$ cat src/rtl/tx_fault_pkg.sv
package tx_fault_pkg;
  typedef enum logic [1:0] {
    ST_IDLE   = 2'd0,
    ST_ACTIVE = 2'd1,
    ST_TAIL   = 2'd2,
    ST_HALT   = 2'd3
  } txState_t;

  // strobes from control to datapath
  typedef struct packed {
    logic startFrame;
    logic countEn;
    logic loadTail;
    logic tailRun;
    logic closeUnderrun;
    logic closeLate;
    logic closeRetry;
    logic closeNormal;
  } ctlStrobe_t;
endpackage

$ cat src/rtl/tx_fault_ctrl.sv
module tx_fault_ctrl
  import tx_fault_pkg::*;
(
  input  logic       clk,
  input  logic       rstN,
  input  logic       frameStart,
  input  logic       frameEnd,
  input  logic       fifoUnderrun,
  input  logic       collision,
  input  logic       retryExhausted,
  input  logic       restartCmd,
  input  logic       lateHit,
  input  logic       tailDone,
  output ctlStrobe_t ctl,
  output logic       passCollision,
  output logic       forceBadTail,
  output logic       txHalted
);
  txState_t state, stateNext;

  always_ff @(posedge clk) begin
    if (!rstN) state <= ST_IDLE;
    else       state <= stateNext;
  end

  always_comb begin
    stateNext     = state;
    ctl           = '0;
    passCollision = 1'b0;
    unique case (state)
      ST_IDLE: begin
        if (frameStart) begin
          ctl.startFrame = 1'b1;
          stateNext      = ST_ACTIVE;
        end
      end
      ST_ACTIVE: begin
        ctl.countEn = 1'b1;
        if (fifoUnderrun) begin
          ctl.loadTail = 1'b1;
          stateNext    = ST_TAIL;
        end else if (collision && lateHit) begin
          ctl.closeLate = 1'b1;
          stateNext     = ST_HALT;
        end else if (retryExhausted) begin
          ctl.closeRetry = 1'b1;
          stateNext      = ST_HALT;
        end else begin
          passCollision = collision;
          if (frameEnd) begin
            ctl.closeNormal = 1'b1;
            stateNext       = ST_IDLE;
          end
        end
      end
      ST_TAIL: begin
        ctl.tailRun = 1'b1;
        if (tailDone) begin
          ctl.closeUnderrun = 1'b1;
          stateNext         = ST_HALT;
        end
      end
      ST_HALT: begin
        if (restartCmd) stateNext = ST_IDLE;
      end
      default: stateNext = ST_IDLE;
    endcase
  end

  assign forceBadTail = (state == ST_TAIL);
  assign txHalted     = (state == ST_HALT);
endmodule

$ cat src/rtl/tx_fault_dp.sv
module tx_fault_dp
  import tx_fault_pkg::*;
#(
  parameter int CNT_W      = 16,
  parameter int TAIL_BEATS = 4
) (
  input  logic             clk,
  input  logic             rstN,
  input  ctlStrobe_t       ctl,
  input  logic             txByteTick,
  input  logic             collision,
  input  logic             carrierSense,
  input  logic [CNT_W-1:0] lateWindow,
  input  logic             errClear,
  output logic             lateHit,
  output logic             tailDone,
  output logic             bufClose,
  output logic             statUnderrun,
  output logic             statCarrierLost,
  output logic             statRetryLimit,
  output logic             statLateColl,
  output logic             txErrEvent
);
  localparam int TAIL_CW = (TAIL_BEATS > 1) ? $clog2(TAIL_BEATS) : 1;
  localparam logic [TAIL_CW-1:0] TAIL_LOAD = TAIL_CW'(TAIL_BEATS - 1);

  logic [CNT_W-1:0]   byteCnt;
  logic [TAIL_CW-1:0] tailCnt;
  logic               sawCollision, carrierDrop;
  logic               lostNow, collSeen, reportLost, errSet;

  always_ff @(posedge clk) begin
    if (!rstN)                                       byteCnt <= '0;
    else if (ctl.startFrame)                         byteCnt <= '0;
    else if (ctl.countEn && txByteTick && byteCnt != '1) byteCnt <= byteCnt + 1'b1;
  end

  assign lateHit = (byteCnt >= lateWindow);

  always_ff @(posedge clk) begin
    if (!rstN || ctl.startFrame) begin
      sawCollision <= 1'b0;
      carrierDrop  <= 1'b0;
    end else if (ctl.countEn) begin
      if (collision)     sawCollision <= 1'b1;
      if (!carrierSense) carrierDrop  <= 1'b1;
    end
  end

  always_ff @(posedge clk) begin
    if (!rstN)                             tailCnt <= '0;
    else if (ctl.loadTail)                 tailCnt <= TAIL_LOAD;
    else if (ctl.tailRun && tailCnt != '0) tailCnt <= tailCnt - 1'b1;
  end

  assign tailDone = (tailCnt == '0);

  assign lostNow    = carrierDrop | ~carrierSense;
  assign collSeen   = sawCollision | collision;
  assign reportLost = ctl.closeNormal & lostNow & ~collSeen;
  assign errSet     = ctl.closeUnderrun | ctl.closeLate | ctl.closeRetry | reportLost;

  always_ff @(posedge clk) begin
    if (!rstN || ctl.startFrame) begin
      statUnderrun    <= 1'b0;
      statCarrierLost <= 1'b0;
      statRetryLimit  <= 1'b0;
      statLateColl    <= 1'b0;
    end else begin
      if (ctl.closeUnderrun) statUnderrun    <= 1'b1;
      if (reportLost)        statCarrierLost <= 1'b1;
      if (ctl.closeRetry)    statRetryLimit  <= 1'b1;
      if (ctl.closeLate)     statLateColl    <= 1'b1;
    end
  end

  always_ff @(posedge clk) begin
    if (!rstN) begin
      bufClose   <= 1'b0;
      txErrEvent <= 1'b0;
    end else begin
      bufClose <= ctl.closeUnderrun | ctl.closeLate | ctl.closeRetry | ctl.closeNormal;
      if (errSet)        txErrEvent <= 1'b1;
      else if (errClear) txErrEvent <= 1'b0;
    end
  end
endmodule

$ cat src/rtl/tx_fault_sequencer.sv
module tx_fault_sequencer
  import tx_fault_pkg::*;
#(
  parameter int CNT_W     = 16,
  parameter int BEAT_W    = 8,
  parameter int TAIL_BITS = 32
) (
  input  logic             clk,
  input  logic             rstN,
  input  logic             frameStart,
  input  logic             frameEnd,
  input  logic             txByteTick,
  input  logic             fifoUnderrun,
  input  logic             carrierSense,
  input  logic             collision,
  input  logic             retryExhausted,
  input  logic [CNT_W-1:0] lateWindow,
  input  logic             restartCmd,
  input  logic             errClear,
  output logic             passCollision,
  output logic             forceBadTail,
  output logic             bufClose,
  output logic             statUnderrun,
  output logic             statCarrierLost,
  output logic             statRetryLimit,
  output logic             statLateColl,
  output logic             txErrEvent,
  output logic             txHalted
);
  localparam int TAIL_BEATS = TAIL_BITS / BEAT_W;

  ctlStrobe_t ctl;
  logic       lateHit, tailDone;

  tx_fault_ctrl u_ctrl (
    .clk(clk), .rstN(rstN),
    .frameStart(frameStart), .frameEnd(frameEnd),
    .fifoUnderrun(fifoUnderrun), .collision(collision),
    .retryExhausted(retryExhausted), .restartCmd(restartCmd),
    .lateHit(lateHit), .tailDone(tailDone),
    .ctl(ctl), .passCollision(passCollision),
    .forceBadTail(forceBadTail), .txHalted(txHalted)
  );

  tx_fault_dp #(.CNT_W(CNT_W), .TAIL_BEATS(TAIL_BEATS)) u_dp (
    .clk(clk), .rstN(rstN), .ctl(ctl),
    .txByteTick(txByteTick), .collision(collision),
    .carrierSense(carrierSense), .lateWindow(lateWindow),
    .errClear(errClear), .lateHit(lateHit), .tailDone(tailDone),
    .bufClose(bufClose), .statUnderrun(statUnderrun),
    .statCarrierLost(statCarrierLost), .statRetryLimit(statRetryLimit),
    .statLateColl(statLateColl), .txErrEvent(txErrEvent)
  );
endmodule

$ cat config.mk
export PLATFORM = sky130hd
export DESIGN_NAME = tx_fault_sequencer
export DESIGN_NICKNAME = d
export VERILOG_FILES = /design/src/rtl/tx_fault_pkg.sv /design/src/rtl/tx_fault_ctrl.sv /design/src/rtl/tx_fault_dp.sv /design/src/rtl/tx_fault_sequencer.sv
export SDC_FILE = /design/constraint.sdc
export NUM_CORES = 1
export LEC_CHECK = 0
export BUFFER_PORTS_ARGS = -buffer_cell sky130_fd_sc_hd__buf_2
export CORE_AREA = 3 3 69 55
export DETAILED_ROUTE_END_ITERATION = 8
export DIE_AREA = 0 0 72 58
export GPL_ROUTABILITY_DRIVEN = 0
export PLACE_DENSITY = 0.81
export SETUP_SLACK_MARGIN = 0.05
export SYNTH_ARGS = -nofsm -noshare
export SYNTH_HDL_FRONTEND = slang
export SYNTH_SLANG_ARGS = --single-unit
$ cat constraint.sdc
create_clock -name clk -period 3.35 [get_ports clk]
set_input_delay 0.67 -clock clk [delete_from_list [all_inputs] [get_ports clk]]
set_output_delay 0.67 -clock clk [all_outputs]
set_load 0.02 [all_outputs]
# ---- After elaboration in Yosys (flattened, before gate mapping)
# Cells that the tools add are included.
dict set report totals {
  reg_bits 28
  elab_cells 77
}
dict set report classes {
  add_sub_neg 2
  magnitude_cmp 1
  n_eq_ne 8
  n_mux 29
  bitwise 11
  reduce_logical 15
}
# operator n
set op_table {}
lappend op_table {{two-way mux 2 bit} 12}
lappend op_table {{adder 16 x 1 -> 16 bit, second input constant} 1}
lappend op_table {{>= comparator 16 bit} 1}
lappend op_table {{!= test 16 bit, second input constant} 1}
lappend op_table {{two-way mux 1 bit} 14}
lappend op_table {{one-hot mux 2 bit (4 select lines)} 1}
lappend op_table {{two-way mux 3 bit} 2}
lappend op_table {{OR 1 bit} 6}
lappend op_table {{nonzero test 2 bit} 3}
lappend op_table {{!= test 5 x 4 -> 1 bit, second input constant} 1}
lappend op_table {{equality test 2 bit, second input constant} 2}
lappend op_table {{logical AND 1 bit} 4}
lappend op_table {{zero test 2 bit} 2}
lappend op_table {{!= test 2 bit, second input constant} 2}
lappend op_table {{AND reduction 2 bit} 2}
lappend op_table {{AND reduction 4 bit} 1}
lappend op_table {{NOT 1 bit} 3}
lappend op_table {{AND 1 bit} 2}
lappend op_table {{equality test 2 x 1 -> 1 bit, second input constant} 1}
lappend op_table {{!= test 2 x 1 -> 1 bit, second input constant} 1}
lappend op_table {{OR reduction 2 bit} 1}
lappend op_table {{subtractor 2 x 1 -> 2 bit, second input constant} 1}
lappend op_table {{zero test 1 bit} 1}
lappend op_table {{logical OR 1 bit} 1}

# ---- Depth between registers and ports, before layout
# Gate-level depths: netlist (run 1).
dict set report logic_depth {
  depth_word 9
  depth_mapped 7
}

# ---- Hierarchy
# Synthesis (run 1) repeated with hierarchy kept, for this count alone.
dict set report hier_totals {
  hier_cells 217
  area_unflattened_um2 1784.2
}
# module n_inst cells_each area_per_inst_um2 seq_area_each_um2
set by_module_without_submodules {}
lappend by_module_without_submodules {tx_fault_dp 1 190 1586.5 520.5}
lappend by_module_without_submodules {tx_fault_ctrl 1 27 197.7 40.0}

# ---- Worst setup path after synthesis (run 1)
# No wires, ideal clock.
dict set report synth_timing {
  kind {input -> output}
  from {input lateWindow[0]}
  to {output passCollision}
  t_arrival_ps 2150
  path_slack_ps 530
  stages 6
  n_path_buf 0
  path_cell_list {ha_1 > nand2b_1 > a2111oi_0 > o21a_1 > o211a_1 > and4b_1}
}
dict set report synth_via {
  elab_chain_len 5
}
# element line_no
set synth_lines {}
lappend synth_lines {{from (decl)} tx_fault_sequencer.sv:17} ;# input logic [CNT_W-1:0] lateWindow,
lappend synth_lines {{>= comparator 16 bit} tx_fault_dp.sv:38} ;# assign lateHit = (byteCnt >= lateWindow);
lappend synth_lines {{logical AND 1 bit} tx_fault_ctrl.sv:42} ;# end else if (collision && lateHit) begin
lappend synth_lines {{two-way mux 1 bit} tx_fault_ctrl.sv:42}
lappend synth_lines {{two-way mux 1 bit} tx_fault_ctrl.sv:39} ;# if (fifoUnderrun) begin
lappend synth_lines {{two-way mux 1 bit} tx_fault_ctrl.sv:30} ;# unique case (state)
lappend synth_lines {{to (decl)} tx_fault_sequencer.sv:20} ;# output logic passCollision,
# Every way passes these cells.

# ---- Final worst setup path (run 1)
# Ends and elaborated chain as after synthesis.

==> results of run 1 <==
==> cell type report <==
type	instances	area, sq um	area share (%)
multi-input combinational	171	1150	55.4
sequential	28	561	27.1
timing repair buffer	36	183	8.84
inverter	23	86.3	4.18
tap	40	50.0	2.42
clock buffer	3	41.3	2.00
==> worst max-delay path: stages <==
cell,delay (ns)
buf_2,0.10
ha_1,0.27
nand2b_1,0.13
a2111oi_0,0.42
o21a_1,0.23
o211a_1,0.25
and4b_1,0.19
buf_2,0.16
==> metal layers <==
layer | GRT usage [%] | wire length, um
met1 | 28.5 | 2050
met2 | 30.5 | 1560
met3 | 4.33 | 250
met4 | 3.75 | 17
met5 | 0 | 0
==> worst paths after layout <==
check                                              startpoint                              to  slack (ns)  cells past startpoint
worst max register to register   u_dp.byteCnt[0]$_SDFFE_PP0P_  u_dp.statLateColl$_SDFFE_PP0P_        1.39                      7
worst max-delay path                            lateWindow[0]                   passCollision        0.26                      8
worst min-delay path            u_dp.carrierDrop$_SDFFE_PP0P_   u_dp.carrierDrop$_SDFFE_PP0P_        0.48                      2
worst min register to register  u_dp.carrierDrop$_SDFFE_PP0P_   u_dp.carrierDrop$_SDFFE_PP0P_        0.48                      2
==> through the flow <==
stage / setup WS [ns] / hold WS [ns]
floorplan: 0.530 / 0.429
global placement: 0.274 / 0.440
detailed placement: 0.214 / 0.464
CTS: 0.229 / 0.476
global route: 0.121 / 0.508
finish: 0.261 / 0.478
==> Yosys cell counts (2+ instances only) <==
cell	n	area share, %
a211oi_1	4	1.6
a21boi_0	2	0.82
a21oi_1	15	4.1
a31oi_1	2	0.69
and3_1	7	2.4
and4_1	2	0.96
clkbuf_1	4	0.82
dfxtp_1	28	31
ha_1	18	12
inv_1	23	4.7
mux2i_1	2	1.1
nand2_1	12	2.5
nand2b_1	5	1.7
nand3_1	4	1.1
nand3b_1	2	0.82
nand4_1	4	1.4
nor2_1	25	5.2
nor2b_1	3	1.0
nor3_1	8	2.2
o2111ai_1	2	0.96
o211ai_1	7	2.9
o21a_1	2	0.82
o21ai_0	11	3.0
o21ai_1	3	0.82
o31ai_1	2	0.82
xnor2_1	4	1.9
xor2_1	7	3.4
==> placed cells by master, fill, tap and decap left out, drive strengths merged, types with 2 or more instances in the layout <==
cell type / n
a211oi: 4
a21boi: 2
a21oi: 15
a31oi: 2
and3: 8
and4: 2
buf: 36
clkbuf: 3
dfxtp: 28
ha: 18
inv: 23
mux2i: 2
nand2: 12
nand2b: 5
nand3: 4
nand3b: 2
nand4: 4
nor2: 25
nor2b: 3
nor3: 8
o2111ai: 2
o211ai: 7
o21a: 2
o21ai: 15
o31ai: 2
xnor2: 4
xor2: 7
==> cell families after synthesis <==
group	after synthesis	synth area share (%)
AO/OA/AOI/OAI	59	20.9
XOR/XNOR	11	5.29
adder cells (fa/ha/maj)	18	12.4
buffers and inverters	29	6.25
flip-flops	28	30.8
multiplexers	2	1.10
AND/OR/NAND/NOR	81	23.3
==> registers in the layout, indices dropped and copies added, names as in the netlist, named ones only <==
signal                cells
u_dp.statRetryLimit       1
u_dp.statCarrierLost      1
u_dp.bufClose             1
u_dp.statLateColl         1
u_dp.tailCnt              2
u_dp.carrierDrop          1
u_dp.byteCnt             16
u_dp.sawCollision         1
u_dp.txErrEvent           1
u_dp.statUnderrun         1
u_ctrl.state              1
==> power by group <==
| group | total [mW] | switching [mW] | leakage, nW | internal (mW) |
|---|---|---|---|---|
| Combinational | 0.116 | 0.0659 | 0.673 | 0.0497 |
| Sequential | 0.358 | 0.0139 | 0.227 | 0.344 |
| Clock | 0.175 | 0.0941 | 0.0216 | 0.0805 |
| Total | 0.648 | 0.174 | 0.921 | 0.474 |
==> impl_results.md, run 1 <==
- IO Pins: 36
- Setup violations, final: 0
- Post-synth EDFFs: 0
- Clk slew on worst S/H paths: 0.09 ns
- GR Overflow Total: 0
- Power Total: 0.648 mW
- Max cap viols: 0
- Final max-slew violation count: 0
- Synthesized area: roughly 1800 sq um
- Synth Instances: 228
- Net count, final: 308
- Critical path class: in2out
- Tmin final: 3.09 ns
- P_leak: 0.921 nW
- Worst endpoint data arrival time: between 2 and 2.5 ns
- Post-CTS setup buffers: 0
- Vias in the first global route: 1,479
- Ant. Diodes: 0
- Largest net degree at the start of global routing: 23
- Post-route cell area: approximately 2100 sq um
- Dominant synthesized flop cell: dfxtp_1
- CP required: 2.68 ns
- Post-synth cell types: 47
- Site Rows: 18
- Clock Latency Late Sink: 0.27 ns
- Worst Skew: 0.00126 ns
- DRT iter0 DRCs: 107
- Warning count from the yosys run: 0
- PortBufs: 35
- Setup crit start kind: primary input
- Final non-filler cell total: roughly 300
- Number of H-tree levels: 1
- Cts repair resizes: 0
- VDD IR max: 0.293 mV
- First-pass GRT wire length: 6.52 mm
- Clk sinks: 28
- Wire length per cell: approximately 13 um
- Outcome: finished, final reports clean
- Finished Core Util: 64.2%
- Initial Utilization: 56.5%
- Initial antenna violation count: 0
- Synth Net Count: 273
- Period utilisation layout: roughly 92%
- Core box area: 3220 sq um
- Via total after detailed routing: 1,649
- Setup TNS: 0 ns
- Flop and latch count out of synthesis: 28
- Ratio of cells with drive above 1 in the final layout: 15.7%
- CP endpoint kind: output port
- Vias per inst: 5.48
- DRC Markers: 0
- Fmax: 324 MHz
- Sequential element share of the synthesized area: 30.8%
- Unrepaired setup endpoints after global routing: no
- Chip width: 72 um
- HPWL Detailed: 3.06 mm
- TritonRoute pass-1 iters: 4
- Chip height: just under 60 um
- Final Hold Fails: 0
- Area growth from synthesis to layout: 13.5%
- Slew margin rel.: 49.8%
- Placed Cells: 298
- Routed Antenna Nets: 0
- CTS hold repair buffers: 0
- WL final: about 3.9 mm
- Dpl cell area: 2030 sq um
- Fillers: 308
- Clk Tree Root Cell: clkbuf_8
- Crit path max fanout: 5
- Total track usage: 19.7%
- Cts bufs inserted: 3
- TritonCTS clock tree: yes
- Pwr dens: roughly 310 nW/um^2
- Clock buffer depth: 2
- Asr flop ratio synth: 0%
- Syn_area_per_cell: 7.98 sq um
- Type of the most critical hold path: reg2reg
- Die area: roughly 4200 sq um
- Least-Margin Pin Slew: 0.752 ns
(Power assumes the default switching activity.)
==> run 2: changes to the inputs <==
==> constraint.sdc (replaced) <==
create_clock -name clk -period 3.35 [get_ports clk]
set_input_delay 0.67 -clock clk [delete_from_list [all_inputs] [get_ports clk]]
set_output_delay 0.67 -clock clk [all_outputs]
set_load 0.01 [all_outputs]
==> impl_results.md, run 2 (same netlist as run 1, synthesis figures left out) <==
- Clk slew on worst S/H paths: 0.08 ns (was 0.09 ns)
- Met1 WL: 2.03 mm (was 2.05 mm)
- Number of cells on the critical path: 8 (unchanged)
- Tmin final: 3.07 ns (was 3.09 ns)
- Chip height: 58 um (unchanged)
- Critical path class: in2out (unchanged)
- Post-CTS setup buffers: 0 (unchanged)
- Reg with most FFs: u_dp.byteCnt (unchanged)
- Largest regs: u_dp.byteCnt (16), u_dp.tailCnt (2) (unchanged)
- GR Overflow Total: 0 (unchanged)
- Buffers & Inverters on Critical Path: 2 (unchanged)
- Slew margin rel.: 49.2% (was 49.8%)
- Clock buffer depth: 2 (unchanged)
- Via total after detailed routing: 1,670 (was 1,649)
- Clock Latency Late Sink: 0.27 ns (about the same)
- Worst endpoint data arrival time: 2.40 ns (was 2.42 ns)
- Unrepaired setup endpoints after global routing: no (unchanged)
- Clk Tree Root Cell: clkbuf_8 (unchanged)
- Ant. Diodes: 0 (unchanged)
- TritonRoute pass-1 iters: 4 (unchanged)
- Crit-path cells: buf_2 -> ha_1 -> nand2b_1 -> a2111oi_0 -> o21a_1 -> o211a_1 -> and4b_1 -> buf_2 (unchanged)
- Combinational share of power: 17.4% (was 17.8%)
- Fillers: 294 (was 308)
- PortBufs: 35 (unchanged)
- Vias per inst: 5.55 (was 5.48)
- Largest net degree at the start of global routing: 23 (unchanged)
- R2R Setup Slk: 1.39 ns (about the same)
- Clk sinks: 28 (unchanged)
- IO Pins: 36 (unchanged)
- WL met3: 243 um (was 250 um)
- VDD IR max: 0.261 mV (was 0.293 mV)
- Total track usage: 19.5% (was 19.7%)
- Core box area: 3220 sq um (unchanged)
- Max cap viols: 0 (unchanged)
- FF-to-FF path depth: 7 (unchanged)
- Cts bufs inserted: 3 (unchanged)
- Area growth from synthesis to layout: 13.5% (unchanged)
- DRC Markers: 0 (unchanged)
- Number of H-tree levels: 1 (unchanged)
- Most frequent cells in the layout: 35 x buf_2, 28 x dfxtp_1, 25 x nor2_1 (unchanged)
- Most common cell after layout, fill and taps aside: buf_2 (unchanged)
- Crit path max fanout: 5 (unchanged)
- Site Rows: 18 (unchanged)
- Wire length per cell: 13.0 um (was 12.9 um)
- Pwr dens: 311 nW/um^2 (was 314 nW/um^2)
- Critical path capture point: passCollision (unchanged)
- Vias in the first global route: 1,454 (was 1,479)
- Delay of the slowest critical-path stage: 0.43 ns (was 0.42 ns)
- Most used cell, CP: buf_2 (unchanged)
- TritonCTS clock tree: yes (unchanged)
- Chip width: 72 um (unchanged)
- Net count, final: 308 (unchanged)
- Die area: 4180 sq um (unchanged)
- Sw Pwr: 0.169 mW (was 0.174 mW)
- P_int: 0.474 mW (about the same)
- Outcome: finished, final reports clean (unchanged)
- Reg-to-Reg Start: u_dp.byteCnt[0]$_SDFFE_PP0P_ (unchanged)
- Setup violations, final: 0 (unchanged)
- Type of the most critical hold path: reg2reg (unchanged)
- P_leak: 0.921 nW (unchanged)
- WL final: 3.91 mm (was 3.88 mm)
- Final max-slew violation count: 0 (unchanged)
- Initial Utilization: 56.5% (unchanged)
- Routed Antenna Nets: 0 (unchanged)
- FF-to-FF End: u_dp.statLateColl$_SDFFE_PP0P_ (unchanged)
- Period utilisation layout: 91.7% (was 92.2%)
- Max reg flops: 16 (unchanged)
- HPWL Detailed: 3.11 mm (was 3.06 mm)
- Reg power frac: 55.7% (was 55.2%)
- Delay-heaviest family, CP: compound AO/OA/AOI/OAI gates (unchanged)
- Fmax: 326 MHz (was 324 MHz)
- CP required: 2.68 ns (about the same)
- Met2 WL: 1.61 mm (was 1.56 mm)
- Clk network pwr share: 26.9% (about the same)
- DRT iter0 DRCs: 109 (was 107)
- Cts repair resizes: 0 (unchanged)
- Critical path launch point: lateWindow[0] (unchanged)
- Final Hold Fails: 0 (unchanged)
- Setup TNS: 0 ns (unchanged)
- Ratio of cells with drive above 1 in the final layout: 15.7% (unchanged)
- Setup crit start kind: primary input (unchanged)
- CP endpoint kind: output port (unchanged)
- Slowest cell on crit path: a2111oi_0 (unchanged)
- Initial antenna violation count: 0 (unchanged)
- Top layer in use: met4 (unchanged)
- Fin Hold WS: 0.477 ns (was 0.478 ns)
- Worst Skew: 0.00190 ns (was 0.00126 ns)
- CTS hold repair buffers: 0 (unchanged)
- First-pass GRT wire length: 6.47 mm (was 6.52 mm)
- Least-Margin Pin Slew: 0.761 ns (was 0.752 ns)
- Net switching fraction of the power: 26.2% (was 26.8%)
run 2: per-stage QoR:
| step | util [%] | worst slack (ns) | total power [mW] | instance area, sq um | cells |
|---|---|---|---|---|---|
| final | 64.2 | 0.279 | 0.643 | 2070 | 301 |
| after global routing | 64.2 | 0.177 | 0.680 | 2070 | 301 |
| after CTS | 64.2 | 0.260 | 0.651 | 2070 | 301 |
| after detailed placement | 62.9 | 0.269 | 0.477 | 2030 | 298 |
| after global placement | 62.9 | 0.308 | 0.475 | 2030 | 298 |
| after floorplan | - | 0.600 | 0.437 | 1820 | 228 |
run 2: worst register-to-register path: cells and delay by family (launching register included):
kind	cells	cell delay, ns
AO/OA/AOI/OAI	4	1.01
adder cells (fa/ha/maj)	1	0.26
buffers and inverters	1	0.07
flip-flops	1	0.36
AND/OR/NAND/NOR	1	0.13
run 2: worst min-delay path by stage:
stage                                               from                        endpoint  slack, ns  depth (start not counted)
final                      u_dp.carrierDrop$_SDFFE_PP0P_   u_dp.carrierDrop$_SDFFE_PP0P_       0.48                          2
after detailed placement   u_dp.carrierDrop$_SDFFE_PP0P_   u_dp.carrierDrop$_SDFFE_PP0P_       0.46                          2
after global placement    u_dp.sawCollision$_SDFFE_PP0P_  u_dp.sawCollision$_SDFFE_PP0P_       0.44                          2
after CTS                  u_dp.carrierDrop$_SDFFE_PP0P_   u_dp.carrierDrop$_SDFFE_PP0P_       0.48                          2
after floorplan           u_dp.sawCollision$_SDFFE_PP0P_  u_dp.sawCollision$_SDFFE_PP0P_       0.43                          2
after global routing      u_dp.statLateColl$_SDFFE_PP0P_  u_dp.statLateColl$_SDFFE_PP0P_       0.51                          2
run 2: routing by layer:
layer / up-vias / global-route usage (%)
met5: - / 0
li1: 877 / -
met4: 0 / 3.22
met3: 2 / 3.64
met2: 44 / 29.8
met1: 747 / 29.0
run 2: power groups by stage:
stage / sequential (mW) / combinational, mW / clock [mW]
2_1_floorplan: 0.360 / 0.0771 / 0
3_3_place_gp: 0.365 / 0.110 / 0
5_1_grt: 0.361 / 0.127 / 0.192
3_5_place_dp: 0.365 / 0.112 / 0
4_1_cts: 0.358 / 0.112 / 0.182
6_report: 0.358 / 0.112 / 0.173
run 2: cell type report:
class	count	area, sq um	area share [%]
Tap cell	40	50.0	2.42
Timing Repair Buffer	36	183	8.84
Sequential cell	28	561	27.1
Multi-Input combinational cell	171	1150	55.4
Clock buffer	3	41.3	2.00
Inverter	23	86.3	4.18
